## config.mk

```make
export PLATFORM = sky130hd
export DESIGN_NAME = hb_gate_seq
export DESIGN_NICKNAME = d
export VERILOG_FILES = /design/src/rtl/hb_gate_pkg.sv /design/src/rtl/hb_sync.sv /design/src/rtl/hb_lvl_qual.sv /design/src/rtl/hb_fsm.sv /design/src/rtl/hb_gate_seq.sv
export SDC_FILE = /design/constraint.sdc
export NUM_CORES = 1
export LEC_CHECK = 0
export BUFFER_PORTS_ARGS = -buffer_cell sky130_fd_sc_hd__buf_4
export CORE_MARGIN = 4
export CORE_UTILIZATION = 25
export CTS_BUF_LIST = sky130_fd_sc_hd__clkbuf_4
export CTS_CLUSTER_SIZE = 16
export DETAILED_ROUTE_END_ITERATION = 16
export GPL_TIMING_DRIVEN = 0
export PLACE_DENSITY = 0.37
export SYNTH_ARGS = -nofsm -noshare
export SYNTH_HDL_FRONTEND = slang
export SYNTH_SLANG_ARGS = --single-unit
```

## constraint.sdc

```tcl
create_clock -name clk_i -period 5.7 [get_ports clk_i]
set_input_delay 1.14 -clock clk_i [delete_from_list [all_inputs] [get_ports clk_i]]
set_output_delay 1.14 -clock clk_i [all_outputs]
set_load 0.05 [all_outputs]
```

## src/rtl/hb_gate_pkg.sv

```systemverilog
package hb_gate_pkg;
  typedef enum logic [2:0] {
    ST_OFF     = 3'd0,
    ST_HS_DT   = 3'd1,
    ST_HS_ON   = 3'd2,
    ST_HS_TOFF = 3'd3,
    ST_LS_DT   = 3'd4,
    ST_LS_ON   = 3'd5,
    ST_LS_TOFF = 3'd6,
    ST_LS_REL  = 3'd7
  } hb_state_e;
endpackage

```

## src/rtl/hb_sync.sv

```systemverilog
module hb_sync #(
  parameter int unsigned W = 1,
  parameter logic [W-1:0] RST_VAL = '0
) (
  input  logic         clk_i,
  input  logic         rst_ni,
  input  logic [W-1:0] d_i,
  output logic [W-1:0] q_o
);
  logic [W-1:0] meta_q, sync_q;

  always_ff @(posedge clk_i or negedge rst_ni) begin
    if (!rst_ni) begin
      meta_q <= RST_VAL;
      sync_q <= RST_VAL;
    end else begin
      meta_q <= d_i;
      sync_q <= meta_q;
    end
  end

  assign q_o = sync_q;
endmodule

```

## src/rtl/hb_lvl_qual.sv

```systemverilog
module hb_lvl_qual #(
  parameter int unsigned MIN_ON_CYC = 2,
  parameter int unsigned TSHO_CYC   = 8
) (
  input  logic       clk_i,
  input  logic       rst_ni,
  input  logic [1:0] lvl_i,
  output logic       hi_q_o,
  output logic       lo_q_o,
  output logic       tri_trip_o
);
  localparam int unsigned HW = $clog2(MIN_ON_CYC + 1);
  localparam int unsigned TW = $clog2(TSHO_CYC + 1);
  localparam logic [HW-1:0] HI_MAX = HW'(MIN_ON_CYC);
  localparam logic [HW-1:0] HI_LIM = HW'(MIN_ON_CYC - 1);
  localparam logic [TW-1:0] TR_MAX = TW'(TSHO_CYC);
  localparam logic [TW-1:0] TR_LIM = TW'(TSHO_CYC - 1);

  logic          is_hi, is_mid;
  logic [HW-1:0] hi_run;
  logic [TW-1:0] tri_run;

  assign is_hi  = (lvl_i == 2'b01);
  assign is_mid = lvl_i[1];

  // saturating run-length counters of consecutive levels
  always_ff @(posedge clk_i or negedge rst_ni) begin
    if (!rst_ni) begin
      hi_run  <= '0;
      tri_run <= '0;
    end else begin
      if (!is_hi)             hi_run <= '0;
      else if (hi_run != HI_MAX) hi_run <= hi_run + 1'b1;
      if (!is_mid)            tri_run <= '0;
      else if (tri_run != TR_MAX) tri_run <= tri_run + 1'b1;
    end
  end

  assign hi_q_o     = is_hi && (hi_run >= HI_LIM);
  assign lo_q_o     = (lvl_i == 2'b00);
  assign tri_trip_o = is_mid && (tri_run >= TR_LIM);
endmodule

```

## src/rtl/hb_fsm.sv

```systemverilog
module hb_fsm
  import hb_gate_pkg::*;
#(
  parameter int unsigned OFF_DLY   = 2,
  parameter int unsigned ON_DLY    = 1,
  parameter int unsigned BLANK_CYC = 8
) (
  input  logic      clk_i,
  input  logic      rst_ni,
  input  logic      hi_q_i,
  input  logic      lo_q_i,
  input  logic      tri_trip_i,
  input  logic      sup_ok_i,
  input  logic      dem_on_i,
  input  logic      zc_i,
  input  logic      hs_fb_low_i,
  input  logic      ls_fb_low_i,
  output hb_state_e st_o,
  output logic      hs_on_o,
  output logic      ls_on_o
);
  localparam int unsigned M1   = (OFF_DLY > ON_DLY) ? OFF_DLY : ON_DLY;
  localparam int unsigned CMAX = (M1 > BLANK_CYC) ? M1 : BLANK_CYC;
  localparam int unsigned CW   = $clog2(CMAX + 1);
  localparam logic [CW-1:0] OFF_LIM = CW'(OFF_DLY - 1);
  localparam logic [CW-1:0] ON_LIM  = CW'(ON_DLY - 1);
  localparam logic [CW-1:0] BL_LIM  = CW'(BLANK_CYC);

  hb_state_e     st, nst;
  logic [CW-1:0] cnt, ncnt;

  always_comb begin
    nst  = st;
    ncnt = cnt;
    if (!sup_ok_i || tri_trip_i) begin
      nst  = ST_OFF;
      ncnt = '0;
    end else begin
      unique case (st)
        ST_OFF: begin
          ncnt = '0;
          if (hi_q_i)      nst = ST_HS_DT;
          else if (lo_q_i) nst = ST_LS_DT;
        end
        ST_HS_DT: begin
          if (lo_q_i) begin
            nst = ST_LS_DT; ncnt = '0;
          end else if (ls_fb_low_i) begin
            if (cnt == ON_LIM) begin nst = ST_HS_ON; ncnt = '0; end
            else ncnt = cnt + 1'b1;
          end else ncnt = '0;
        end
        ST_HS_ON: if (lo_q_i) begin nst = ST_HS_TOFF; ncnt = '0; end
        ST_HS_TOFF: begin
          if (cnt == OFF_LIM) begin nst = ST_LS_DT; ncnt = '0; end
          else ncnt = cnt + 1'b1;
        end
        ST_LS_DT: begin
          if (hi_q_i) begin
            nst = ST_HS_DT; ncnt = '0;
          end else if (hs_fb_low_i) begin
            if (cnt == ON_LIM) begin nst = ST_LS_ON; ncnt = '0; end
            else ncnt = cnt + 1'b1;
          end else ncnt = '0;
        end
        ST_LS_ON: begin
          if (hi_q_i) begin
            nst = ST_LS_TOFF; ncnt = '0;
          end else if (dem_on_i && zc_i && cnt == BL_LIM) begin
            nst = ST_LS_REL; ncnt = '0;
          end else if (cnt != BL_LIM) ncnt = cnt + 1'b1;
        end
        ST_LS_TOFF: begin
          if (cnt == OFF_LIM) begin nst = ST_HS_DT; ncnt = '0; end
          else ncnt = cnt + 1'b1;
        end
        ST_LS_REL: if (hi_q_i) begin nst = ST_HS_DT; ncnt = '0; end
        default: begin nst = ST_OFF; ncnt = '0; end
      endcase
    end
  end

  always_ff @(posedge clk_i or negedge rst_ni) begin
    if (!rst_ni) begin
      st  <= ST_OFF;
      cnt <= '0;
    end else begin
      st  <= nst;
      cnt <= ncnt;
    end
  end

  // synchronized supply flag clamps both enables in the cycle it drops
  assign hs_on_o = sup_ok_i && (st == ST_HS_ON || st == ST_HS_TOFF);
  assign ls_on_o = sup_ok_i && (st == ST_LS_ON || st == ST_LS_TOFF);
  assign st_o    = st;
endmodule

```

## src/rtl/hb_gate_seq.sv

```systemverilog
module hb_gate_seq
  import hb_gate_pkg::*;
#(
  parameter int unsigned OFF_DLY    = 2,
  parameter int unsigned ON_DLY     = 1,
  parameter int unsigned TSHO_CYC   = 8,
  parameter int unsigned BLANK_CYC  = 8,
  parameter int unsigned MIN_ON_CYC = 2
) (
  input  logic       clk_i,
  input  logic       rst_ni,
  input  logic [1:0] pwm_lvl_i,
  input  logic       dem_en_ni,
  input  logic       zc_i,
  input  logic       hs_gate_low_i,
  input  logic       ls_gate_low_i,
  input  logic       supply_ok_i,
  output logic       hs_on_o,
  output logic       ls_on_o,
  output logic [2:0] state_o
);
  localparam int unsigned NS = 7;

  logic [NS-1:0] raw, syn;
  logic [1:0]    lvl_s;
  logic          dem_n_s, zc_s, hs_fb_s, ls_fb_s, sup_s;
  logic          hi_q, lo_q, tri_trip;
  hb_state_e     st;

  assign raw = {pwm_lvl_i, dem_en_ni, zc_i, hs_gate_low_i, ls_gate_low_i, supply_ok_i};

  hb_sync #(.W(NS), .RST_VAL(7'b0010000)) u_sync (
    .clk_i(clk_i), .rst_ni(rst_ni), .d_i(raw), .q_o(syn)
  );

  assign {lvl_s, dem_n_s, zc_s, hs_fb_s, ls_fb_s, sup_s} = syn;

  hb_lvl_qual #(.MIN_ON_CYC(MIN_ON_CYC), .TSHO_CYC(TSHO_CYC)) u_qual (
    .clk_i(clk_i), .rst_ni(rst_ni), .lvl_i(lvl_s),
    .hi_q_o(hi_q), .lo_q_o(lo_q), .tri_trip_o(tri_trip)
  );

  hb_fsm #(.OFF_DLY(OFF_DLY), .ON_DLY(ON_DLY), .BLANK_CYC(BLANK_CYC)) u_fsm (
    .clk_i(clk_i), .rst_ni(rst_ni),
    .hi_q_i(hi_q), .lo_q_i(lo_q), .tri_trip_i(tri_trip),
    .sup_ok_i(sup_s), .dem_on_i(!dem_n_s), .zc_i(zc_s),
    .hs_fb_low_i(hs_fb_s), .ls_fb_low_i(ls_fb_s),
    .st_o(st), .hs_on_o(hs_on_o), .ls_on_o(ls_on_o)
  );

  assign state_o = st;
endmodule

```

==> impl_metrics.yaml <==
timing:
  finalClockSkew_ns: 0.00230
  rsz0062_at_grt: "false"
  slew_headroom_pct: 68.8
  worst_slew_pin_slew_ns: 0.460
  finalMaxSlewViolations: 0
  hold_viol: 0
  timing.fmax_ghz: 0.330
  timing.final.crit_period_ns: 3.03
  setup_viol: 0
  setup_tns_ns: 0
  timing.final.crit_share_pct: 53.1
  setup_ws_ns: 2.67
setup_path:
  rr_worst_depth: 8
  r2r-start: "u_qual.hi_run[0]"
  setup.worst_path.start_class: "flip-flop"
  r2r_end: "u_fsm.cnt[1]"
  worst_ep_required_time_ns: 4.56
  rrSetupSlack_ns: 3.69
  setup.worst_path.start: "u_fsm.st_o[0]"
  cp_slowest_cell: "dfrtp_1"
  worstSetupEndpoint: "ls_on_o"
  worstPathArrival_ns: 1.89
  cp_common_cell: "buf_4"
  cp_max_fo: 10
  end_kind: "output pin"
  crit_chain: "buf_4, clkbuf_1, xor2_1, and3_1, buf_4"
  cpPeakStageDelay_ns: 0.44
  critical_path_class: "flip-flop to output pin"
final_layout:
  final_core_util_pct: 29.9
  area_delta_synth_final_pct: 15.1
  final_cell_area_um2: 1660
  fillers: 601
  insertedDiodeCount: 0
  final_cell_mix: "dfrtp_1 (25), buf_4 (14), nor2_1 (12)"
  mostFrequentLayoutCell: "dfrtp_1"
  nets: 175
  drive_gt1_share_pct: 18.4
power_and_ir_drop:
  power.density_nw_per_um2: 293
  ir_worst_vdd_mv: 0.0832
  leakage_uw: 0.000720
detailed_routing:
  dr.pass1.iters: 4
  drtAntennaViolNets: 0
  num_vias: 1051
  routed_wl_um: 2940
  drc: 0
  drtIter0Drc: 57
  wl_per_cell_um: 12.8
  avgViaCountPerCell: 4.57
placement:
  post-place-ws_ns: 3.04
  io_buffer_count: 13
  dpl_cell_area_um2: 1630
  place_hpwl_um: 2260
  place_congestion: 0.838
cts:
  cts_resized: 0
  clock-sinks: 27
  root_buffer: "clkbuf_4"
  cts_tree: "yes"
  hold_buffers: 0
  clk_latency_ns: 0.32
  cts.clk_slew.worst_paths_ns: 0.14
  cts_buffers: 3
  cts_setup_buffers: 0
  cts_max_level: 1
  cts_buffer_depth: 2
floorplanning:
  rows: 27
  initial_utilization_pct: 25.9
  core_area_um2: 5540
  io_pins: 14
  die_area_um2: 7030
  die_y_um: 83.8
  die_w_um: 83.8
logic_synthesis:
  synth-simple-area-share_pct: 20.0
  ys_warn_count: 0
  synth_compound_area_share_pct: 17.1
  synth_top_family_by_area: "simple AND/OR/NAND/NOR gates"
  synthCells: 141
  synth_edf_count: 0
  synth_area_um2: 1440
  async_reset_ff_share_pct: 100
  synth_mux_area_share_pct: 1.39
  yosysUniqueCellTypes: 44
  synth_adder_area_share_pct: 6.09
  syn_avg_cell_area_um2: 10.2
  synth-xor-area-share_pct: 3.66
  synth_nets: 157
  ys_seq_area_share_pct: 47.2
  ys_seq_elements: 27
  yosys_most_used_dff: "dfrtp_1"
min_path:
  holdCritPathClass: "flip-flop to flip-flop"
  holdCritStartpoint: "u_sync.meta_q[5]"
flow_run:
  cap_violations: 0
global_route:
  gr-usage-all-layers_pct: 9.13
  grt_start_max_net_pins: 28
  antenna_found_initial: 0
  grt_pass1_vias: 1143
  grt.overflow.total: 0
  grt_pass1_wl_um: 5280
outcome:
  status: "finished clean"
-- power by group --
group	internal [uW]	leakage [uW]	switching [uW]
Combinational	64.8	0.000364	116
Sequential	206	0.000337	11.3
Clock	32.1	0.0000184	54.7
-- Yosys cell counts (4+ instances only) --
cell / n / area (um^2)
dfrtp_1: 25 / 626
o21ai_1: 4 / 20.0
nand2_1: 7 / 26.3
inv_1: 9 / 33.8
a21oi_1: 6 / 30.0
nand2b_1: 4 / 25.0
ha_1: 7 / 87.6
xor2_1: 4 / 35.0
nor2_1: 12 / 45.0
o21ai_0: 5 / 25.0
o211ai_1: 4 / 30.0
nand3_1: 6 / 30.0
-- logic make-up (layout without fill, tap and decap cells) --
| family | count (synthesis) | count (layout) |
|---|---|---|
| simple gates | 52 | 52 |
| compound gates | 33 | 33 |
| flops | 27 | 27 |
| buf+inv | 14 | 31 |
| fa+ha+maj | 7 | 7 |
| xor+xnor | 6 | 6 |
| mux | 2 | 2 |
-- how the worst min path moves through the flow --
stage                          endpoint  slack (ns)  depth (start not counted)
after global placement    u_sync.q_o[5]        0.33                          0
after floorplan           u_sync.q_o[0]        0.33                          0
final                     u_sync.q_o[5]        0.37                          0
after global routing      u_sync.q_o[4]        0.37                          0
after CTS                 u_sync.q_o[4]        0.37                          0
after detailed placement  u_sync.q_o[6]        0.34                          0
-- through the flow --
step	hold WS, ns	power (uW)	cells
6_report	0.366	485	230
5_1_grt	0.371	525	230
4_1_cts	0.369	495	230
3_5_place_dp	0.336	403	226
3_3_place_gp	0.333	402	226
2_1_floorplan	0.331	353	141
-- flip-flops by register name (all words and copies together) (netlist names) --
signal and count:
u_qual.tri_run 4, u_sync.q_o 7, u_fsm.cnt 4, u_fsm.st_o 3, u_sync.meta_q 7, u_qual.hi_run 2
-- area by class of cell --
| type | instances | area [um^2] | area share [%] |
|---|---|---|---|
| buffer | 5 | 31.3 | 1.89 |
| clock buffer | 4 | 30.0 | 1.81 |
| inverter | 9 | 33.8 | 2.04 |
| multi-input combinational | 100 | 694 | 42.0 |
| sequential | 27 | 678 | 41.0 |
| tap | 72 | 90.1 | 5.44 |
| timing repair buffer | 13 | 97.6 | 5.90 |
-- critical path, delay by kind of cell (launching register included) --
| kind | cells | cell delay, ns |
|---|---|---|
| buffers and inverters | 3 | 0.76 |
| flip-flops | 1 | 0.44 |
| XOR/XNOR | 1 | 0.19 |
| AND/OR/NAND/NOR | 1 | 0.18 |
-- layer usage --
metal	GRT usage, %	wire length, um	share of wire [%]	vias up
met3	2.17	131	4.4	6
li1	-	-	-	534
met2	15.0	1380	47	18
met4	3.80	53	1.8	0
met5	0	0	0	-
met1	11.4	1380	47	493
Note: power is estimated with default switching activity, not from simulation.
